[src/rtl/rx_polarity_pkg.sv]
package rx_polarity_pkg;

  typedef enum logic [1:0] {
    DEC_SEEK   = 2'd0,
    DEC_ARMED  = 2'd1,
    DEC_LOCKED = 2'd2
  } dec_state_t;

  typedef struct packed {
    logic take;
    logic neg;
  } pol_event_t;

endpackage

[src/rtl/rxp_run_tracker.sv]
module rxp_run_tracker #(
  parameter int PASS_RUN = 5
) (
  input  logic clk,
  input  logic rst_n,
  input  logic link_fail,
  input  logic fail_entry,
  input  logic lp_strobe,
  input  logic lp_neg,
  output logic run_ok,
  output logic run_neg
);
  localparam int RUN_W = $clog2(PASS_RUN + 1);
  localparam logic [RUN_W-1:0] RUN_CAP = RUN_W'(PASS_RUN);

  logic [RUN_W-1:0] run_cnt;
  logic             run_pol;

  always_ff @(posedge clk) begin
    if (!rst_n || fail_entry) begin
      run_cnt <= '0;
      run_pol <= 1'b0;
    end else if (link_fail && lp_strobe) begin
      if (run_cnt != '0 && lp_neg == run_pol) begin
        if (run_cnt != RUN_CAP) run_cnt <= run_cnt + 1'b1;
      end else begin
        run_pol <= lp_neg;
        run_cnt <= RUN_W'(1);
      end
    end
  end

  assign run_ok  = (run_cnt >= RUN_CAP);
  assign run_neg = run_pol;
endmodule

[src/rtl/rxp_decider.sv]
module rxp_decider
  import rx_polarity_pkg::*;
(
  input  logic       clk,
  input  logic       rst_n,
  input  logic       clr,
  input  logic       lp_load,
  input  logic       lp_pol,
  input  pol_event_t etd,
  output logic       pol,
  output logic       undecided
);
  dec_state_t state;

  always_ff @(posedge clk) begin
    if (!rst_n) begin
      state <= DEC_SEEK;
      pol   <= 1'b0;
    end else if (clr) begin
      state <= DEC_SEEK;
    end else if (etd.take) begin
      unique case (state)
        DEC_SEEK: begin
          pol   <= etd.neg;
          state <= DEC_ARMED;
        end
        DEC_ARMED: begin
          if (etd.neg == pol) state <= DEC_LOCKED;
          else                pol   <= etd.neg;
        end
        default: state <= DEC_LOCKED;
      endcase
    end else if (lp_load && state == DEC_SEEK) begin
      pol <= lp_pol;
    end
  end

  assign undecided = (state == DEC_SEEK);
endmodule

[src/rtl/rxp_drive.sv]
module rxp_drive (
  input  logic pol,
  input  logic corr_dis,
  input  logic link_fail,
  input  logic lp_strobe,
  input  logic lp_neg,
  output logic rx_invert,
  output logic pol_led_n,
  output logic lp_accept
);
  logic inv_used;

  always_comb begin
    inv_used  = pol & ~corr_dis;
    rx_invert = inv_used;
    pol_led_n = inv_used;
    lp_accept = lp_strobe & (link_fail | (lp_neg == inv_used));
  end
endmodule

[src/rtl/rx_polarity_guard.sv]
module rx_polarity_guard
  import rx_polarity_pkg::*;
#(
  parameter int PASS_RUN = 5
) (
  input  logic clk,
  input  logic rst_n,
  input  logic link_fail,
  input  logic corr_dis,
  input  logic lp_strobe,
  input  logic lp_neg,
  input  logic eop_strobe,
  input  logic eop_valid,
  input  logic eop_neg,
  output logic rx_invert,
  output logic pol_led_n,
  output logic lp_accept
);
  logic       fail_q;
  logic       fail_entry;
  logic       pass_entry;
  logic       run_ok;
  logic       run_neg;
  logic       pol;
  logic       undecided;
  pol_event_t etd;

  always_ff @(posedge clk) begin
    if (!rst_n) fail_q <= 1'b1;
    else        fail_q <= link_fail;
  end

  assign fail_entry = link_fail & ~fail_q;
  assign pass_entry = fail_q & ~link_fail;

  always_comb begin
    etd.take = eop_strobe & eop_valid & ~link_fail;
    etd.neg  = eop_neg;
  end

  rxp_run_tracker #(.PASS_RUN(PASS_RUN)) u_run (
    .clk        (clk),
    .rst_n      (rst_n),
    .link_fail  (link_fail),
    .fail_entry (fail_entry),
    .lp_strobe  (lp_strobe),
    .lp_neg     (lp_neg),
    .run_ok     (run_ok),
    .run_neg    (run_neg)
  );

  rxp_decider u_dec (
    .clk       (clk),
    .rst_n     (rst_n),
    .clr       (link_fail),
    .lp_load   (pass_entry & run_ok & undecided),
    .lp_pol    (run_neg),
    .etd       (etd),
    .pol       (pol),
    .undecided (undecided)
  );

  rxp_drive u_drv (
    .pol       (pol),
    .corr_dis  (corr_dis),
    .link_fail (link_fail),
    .lp_strobe (lp_strobe),
    .lp_neg    (lp_neg),
    .rx_invert (rx_invert),
    .pol_led_n (pol_led_n),
    .lp_accept (lp_accept)
  );
endmodule

[config.mk]
export PLATFORM = sky130hd
export DESIGN_NAME = rx_polarity_guard
export DESIGN_NICKNAME = d
export VERILOG_FILES = /design/src/rtl/rx_polarity_pkg.sv /design/src/rtl/rxp_run_tracker.sv /design/src/rtl/rxp_decider.sv /design/src/rtl/rxp_drive.sv /design/src/rtl/rx_polarity_guard.sv
export SDC_FILE = /design/constraint.sdc
export NUM_CORES = 1
export LEC_CHECK = 0
export BUFFER_PORTS_ARGS = -buffer_cell sky130_fd_sc_hd__buf_2
export CORE_MARGIN = 10
export CORE_UTILIZATION = 40
export DETAILED_ROUTE_END_ITERATION = 12
export PLACE_DENSITY = 0.7
export SLEW_MARGIN = 10
export SYNTH_ARGS = -nofsm -noshare
export SYNTH_HDL_FRONTEND = slang
export SYNTH_HIERARCHICAL = 1
export SYNTH_SLANG_ARGS = --single-unit
[constraint.sdc]
create_clock -name clk -period 2.6 [get_ports clk]
set_input_delay 0.26 -clock clk [delete_from_list [all_inputs] [get_ports clk]]
set_output_delay 0.26 -clock clk [all_outputs]
set_load 0.05 [all_outputs]
After elaboration in Yosys (flattened, before gate mapping)
Index checks and enable logic that the tools add are counted.

Add/sub/neg operators: 1. $lt $le $gt $ge: 1. Equal/unequal tests: 9. Mux-type cells: 8. Bitwise gates (word level): 14. Reduce and logical (&&, ||, !) cells: 13.

Operators by type and width (number): $and 1x1->1 (8); $mux 3 (2); $ne 3x3->1 const B (2); $reduce_and 2->1 (3); $not 1->1 (5); $pmux 2 s2 (1); $reduce_and 4->1 (1); $add 3x1->3 const B (1); $eq 1x1->1 (3); $ge 3x3->1 const B (1); $logic_and 1x1->1 (3); $mux 1 (3); $ne 3x2->1 const B (1); $reduce_bool 3->1 (1); $eq 2x1->1 const B (1); $logic_not 2->1 (1); $mux 2 (1); $ne 2x1->1 const B (1); $ne 2x2->1 const B (1); $pmux 1 s2 (1); $reduce_bool 2->1 (1); $reduce_or 2->1 (1); $logic_not 1->1 (1); $logic_or 1x1->1 (1); $or 1x1->1 (1).

Register bits after elaboration: 8. Input port bits: 9. Logic and storage cells: 51.

Depth between registers and ports, before layout
Word-level depth: 7. Depth in mapped cells: 8. Gate-level depth less buffers: 8.

Cells and area by module
The synthesis kept the hierarchy.

Modules (own cells, without submodules): rxp_run_tracker (instances 1, cells an instance 29, area an instance 272.8 um^2, seq. area each 80.1 um^2); rxp_decider (instances 1, cells an instance 21, area an instance 176.4 um^2, seq. area each 60.1 um^2); rx_polarity_guard (instances 1, cells an instance 5, area an instance 52.6 um^2, seq. area each 20.0 um^2); rxp_drive (instances 1, cells an instance 5, area an instance 42.5 um^2, seq. area each 0.0 um^2).

Worst setup path after synthesis
No wires, ideal clock.

Path kind: register -> register. Start point: register u_run.run_cnt[1]. End point: register u_dec.pol. Setup time: 0.120 ns. Data arrival time: 1.564 ns. Data required time: 2.480 ns. Setup slack: 0.917 ns. Stages on the path, launching flop included: 9. Path buffers: 0. Cells stage by stage: dfxtp_1 > inv_1 > ha_1 > o21a_1 > and4b_1 > nor2b_1 > o21ai_1 > o311ai_1 > o31a_1.

Word-level cells in the longest chain between the ends: 6.

Ends and longest elaborated chain: from (decl) (line rxp_run_tracker.sv:16) `logic [RUN_W-1:0] run_cnt;`; from (signal assigned) (line rxp_run_tracker.sv:25) `if (run_cnt != RUN_CAP) run_cnt <= run_cnt + 1'b1;`; $ge 3x3->1 (line rxp_run_tracker.sv:33) `assign run_ok = (run_cnt >= RUN_CAP);`; named net run_ok (line rx_polarity_guard.sv:22) `logic run_ok;`; $and 1x1->1 (2 in series) (line rx_polarity_guard.sv:56) `.lp_load (pass_entry & run_ok & undecided),`; $logic_and 1x1->1 (line rxp_decider.sv:33) `end else if (lp_load && state == DEC_SEEK) begin`; $reduce_bool 2->1 (no source line); $reduce_and 4->1 (no source line); to (signal assigned) (line rxp_decider.sv:24) `pol <= etd.neg;`; to (signal assigned) (line rxp_decider.sv:29) `else pol <= etd.neg;`; to (signal assigned) (line rxp_decider.sv:34) `pol <= lp_pol;`; to (decl) (line rxp_decider.sv:10) `output logic pol,`.

The timed path passes the listed nets, and every way through them passes these cells. A chain may end at the register's enable or synchronous reset.

Final worst setup path
Ends and elaborated chain as after synthesis.

==> metrics.txt <==
# TYPE chip_impl_metric gauge
chip_impl_metric{name="power_density",unit="mW/mm2"} 439
chip_impl_metric{name="drv_slew",unit=""} 0
chip_impl_metric{name="postLayoutSetupSlackWorst",unit="ns"} 0.803
chip_impl_metric{name="die_h",unit="um"} 56.9
chip_impl_metric{name="track_usage",unit="%"} 8.04
chip_impl_metric{name="largest_net_degree_at_the_start_of_global_routing",unit=""} 12
chip_impl_metric{name="worst-endpoint-arrival",unit="ns"} 1.96
chip_impl_metric{name="max-vdd-ir-drop",unit="V"} 0.000277
chip_impl_info{name="rr_startpoint",value="u_run/run_cnt[1]$_SDFFE_PP0P_"} 1
chip_impl_metric{name="cap_violations",unit=""} 0
chip_impl_metric{name="synth.net_count",unit=""} 72
chip_impl_metric{name="die_w",unit="um"} 56.9
chip_impl_metric{name="antenna_found_initial",unit=""} 0
chip_impl_metric{name="totalWireLength",unit="um"} 1130
chip_impl_metric{name="route.vias.total",unit=""} 477
chip_impl_metric{name="post-dp-hpwl",unit="um"} 866
chip_impl_metric{name="hold_buffers",unit=""} 0
chip_impl_metric{name="synth_cells",unit=""} 60
chip_impl_metric{name="drt-initial-drc-count",unit=""} 9
chip_impl_metric{name="timing.fmax",unit="GHz"} 0.556
chip_impl_metric{name="gp_congestion",unit=""} 0.798
chip_impl_metric{name="fin_crit",unit="ns"} 1.80
chip_impl_metric{name="timing.critical_path.required",unit="ns"} 2.76
chip_impl_metric{name="first_global_vias",unit=""} 493
chip_impl_metric{name="design.portCount",unit=""} 12
chip_impl_metric{name="place_area",unit="um2"} 611
chip_impl_info{name="cp_slowest_cell",value="dfxtp_1"} 1
chip_impl_info{name="r2r_endpoint",value="u_dec/pol$_SDFFE_PN0P_"} 1
chip_impl_metric{name="post_synth.cell_area_avg",unit="um2"} 9.07
chip_impl_metric{name="routed_wire_length_per_instance",unit="um"} 12.9
chip_impl_metric{name="htreeDepth",unit=""} 1
chip_impl_metric{name="cts-resized-gates",unit=""} 0
chip_impl_metric{name="report.final.hold_viol_count",unit=""} 0
chip_impl_info{name="worst_hold_startpoint",value="rst_n"} 1
chip_impl_metric{name="postSynthRegisterBits",unit=""} 8
chip_impl_metric{name="netlist-cell-type-count",unit=""} 31
chip_impl_metric{name="seq_area_frac_synth",unit="%"} 29.4
chip_impl_metric{name="drt.antenna.violating_nets",unit=""} 0
chip_impl_metric{name="dieArea",unit="mm2"} 0.00324
chip_impl_metric{name="ctsLongestPathBuffers",unit=""} 2
chip_impl_metric{name="antenna-diode-count",unit=""} 0
chip_impl_metric{name="leakagePower",unit="nW"} 0.255
chip_impl_metric{name="grt_pass1_wl",unit="um"} 2110
chip_impl_metric{name="final_min_period_over_clock_period",unit="%"} 69.1
chip_impl_metric{name="number_of_setup_violations_in_the_final_report",unit=""} 0
chip_impl_metric{name="filler_cell_count",unit=""} 115
chip_impl_info{name="status",value="finished clean"} 1
chip_impl_info{name="worstPathCellList",value="inv_1 > ha_1 > o21a_1 > and4b_1 > nor2b_1 > o21ai_1 > o311ai_1 > o31a_1"} 1
chip_impl_metric{name="timing.reg2reg.setup_slack",unit="ns"} 0.80
chip_impl_metric{name="syn_to_final_growth",unit="%"} 16.3
chip_impl_metric{name="postCtsSetupBuffers",unit=""} 0
chip_impl_info{name="endpoint_kind",value="register"} 1
chip_impl_metric{name="drive_above_1_share",unit="%"} 24.7
chip_impl_metric{name="remaining_drc_errors",unit=""} 0
chip_impl_metric{name="layout.core_utilization",unit="%"} 49.3
chip_impl_metric{name="drt-pass1-iter-count",unit=""} 4
chip_impl_info{name="setup.worst_path.class",value="reg -> reg"} 1
chip_impl_info{name="grt_setup_unrepaired",value="no"} 1
chip_impl_metric{name="final.setup_skew",unit="ns"} 0.00485
chip_impl_info{name="crit_path_start_kind",value="register"} 1
chip_impl_info{name="cts_tree",value="yes"} 1
chip_impl_info{name="clk_root_buffer_cell",value="clkbuf_4"} 1
chip_impl_metric{name="io_buffers",unit=""} 11
chip_impl_metric{name="crit_path_max_fanout",unit=""} 4
chip_impl_metric{name="insertion_delay",unit="ns"} 0.27
chip_impl_metric{name="worstMarginPinSlew",unit="ns"} 0.332
chip_impl_info{name="worst_hold_path.endpoint",value="fail_q$_SDFF_PN1_"} 1
chip_impl_metric{name="final_net_count",unit=""} 87
chip_impl_metric{name="depth_of_the_worst_hold_timing_path",unit=""} 2
chip_impl_metric{name="post-route-cell-area",unit="um2"} 633
chip_impl_metric{name="preCtsSetupSlack",unit="ns"} 0.798
chip_impl_metric{name="cts_buffers",unit=""} 3
chip_impl_metric{name="delay_of_the_slowest_cell_on_the_worst_path",unit="ns"} 0.38
chip_impl_metric{name="layout.area.seq",unit="um2"} 160
chip_impl_metric{name="clock_sinks",unit=""} 8
chip_impl_metric{name="core_region_area",unit="mm2"} 0.00128
chip_impl_metric{name="fin_tns_setup",unit="ns"} 0
chip_impl_metric{name="reg2regPathDepth",unit=""} 8
chip_impl_info{name="hold_path.class",value="in -> reg"} 1
chip_impl_metric{name="gr-total-overflow",unit=""} 0
chip_impl_metric{name="slew_headroom",unit="%"} 77.8
chip_impl_metric{name="synth_warn",unit=""} 6
chip_impl_info{name="layout_commonest_cell",value="buf_2"} 1
chip_impl_metric{name="route.detailed.vias_per_inst",unit=""} 5.42
chip_impl_metric{name="multi_input_gate_area_in_the_final_layout",unit="um2"} 369
chip_impl_metric{name="std_cell_rows",unit=""} 13
chip_impl_metric{name="power.total",unit="W"} 0.000278
chip_impl_metric{name="mappedNetlistArea",unit="um2"} 544
chip_impl_metric{name="worst_setup_hold_path_clk_slew",unit="ns"} 0.06
chip_impl_metric{name="floorplan.initialDensity",unit="%"} 42.4
chip_impl_info{name="layout_common_cells",value="buf_2, dfxtp_1, nand2b_1, nand2_1, nor2_1"} 1
worst max path at each step:
stage                                        from                endpoint  slack [ns]
finish              u_run/run_cnt[1]$_SDFFE_PP0P_  u_dec/pol$_SDFFE_PN0P_        0.80
global route        u_run/run_cnt[1]$_SDFFE_PP0P_  u_dec/pol$_SDFFE_PN0P_        0.67
CTS                 u_run/run_cnt[1]$_SDFFE_PP0P_  u_dec/pol$_SDFFE_PN0P_        0.79
detailed placement  u_run/run_cnt[1]$_SDFFE_PP0P_  u_dec/pol$_SDFFE_PN0P_        0.80
global placement    u_run/run_cnt[1]$_SDFFE_PP0P_  u_dec/pol$_SDFFE_PN0P_        0.83
floorplan           u_run/run_cnt[1]$_SDFFE_PP0P_  u_dec/pol$_SDFFE_PN0P_        0.92
synth_stat cells (all sizes together):
| library cell | number | share of area (%) |
|---|---|---|
| a211o | 1 | 1.6 |
| nand4 | 1 | 1.2 |
| dfxtp | 8 | 29 |
| nor3b | 1 | 1.4 |
| buf | 1 | 1.4 |
| nand2b | 5 | 5.7 |
| mux2i | 3 | 5.5 |
| nor2 | 4 | 2.8 |
| and2 | 1 | 1.2 |
| o21ai | 1 | 0.92 |
| nand2 | 5 | 3.4 |
| a31oi | 3 | 6.2 |
| and4b | 1 | 1.8 |
| or2b | 1 | 1.4 |
| a211oi | 1 | 1.4 |
| o311ai | 1 | 1.6 |
| o221a | 1 | 2.1 |
| ha | 3 | 6.9 |
| xnor2 | 2 | 4.6 |
| nand3 | 3 | 2.8 |
| or4b | 1 | 1.8 |
| o31a | 1 | 1.6 |
| o21a | 1 | 1.4 |
| o211a | 1 | 1.8 |
| and3b | 1 | 1.8 |
| inv | 2 | 1.4 |
| and2b | 1 | 1.6 |
| a21oi | 2 | 1.8 |
| nor2b | 3 | 3.4 |
flip-flops by register name, summed over array words and instances (netlist names):
register,cells
u_dec/pol,1
u_dec/state,2
u_run/run_cnt,3
fail_q,1
u_run/run_neg,1
through the flow:
| step | instances | hold WS, ns |
|---|---|---|
| after floorplan | 60 | 0.333 |
| after global placement | 85 | 0.490 |
| after detailed placement | 85 | 0.492 |
| after CTS | 88 | 0.214 |
| after global routing | 88 | 0.228 |
| final | 88 | 0.215 |
layer usage:
metal	routed length (um)	vias to the layer above	share of wire (%)	track usage, %
met5	0	-	0	0
met4	21	0	1.9	5.03
met3	106	2	9.4	4.27
met2	470	12	42	11.6
met1	535	219	47	8.92
li1	-	244	-	-
critical path, delay by kind of cell, from the launching register on:
kind / cells / cell delay [ns]
flops: 1 / 0.38
simple gates: 2 / 0.28
fa+ha+maj: 1 / 0.23
compound gates: 4 / 0.73
buf+inv: 1 / 0.08
layout make-up:
| cell class | count | share of cell area [%] |
|---|---|---|
| inverter | 2 | 1.19 |
| tap | 15 | 2.96 |
| sequential | 8 | 25.3 |
| multi-input combinational | 49 | 58.3 |
| timing repair buffer | 11 | 8.70 |
| clock buffer | 3 | 3.56 |
power breakdown:
| group | internal, W | switching [W] |
|---|---|---|
| clock | 0.0000534 | 0.0000508 |
| combinational | 0.0000189 | 0.0000261 |
| sequential | 0.000126 | 0.00000330 |
| total | 0.000198 | 0.0000802 |
kinds of logic (layout without fill, tap and decap cells):
kind of cell / after synthesis / after routing / synth area share (%)
buffers and inverters: 3 / 16 / 2.76
adder cells (fa/ha/maj): 3 / 3 / 6.90
AO/OA/AOI/OAI: 13 / 13 / 20.5
flip-flops: 8 / 8 / 29.4
multiplexers: 3 / 3 / 5.52
XOR/XNOR: 2 / 2 / 4.60
AND/OR/NAND/NOR: 28 / 28 / 30.3
No activity file was read; power rests on OpenSTA's default activity.
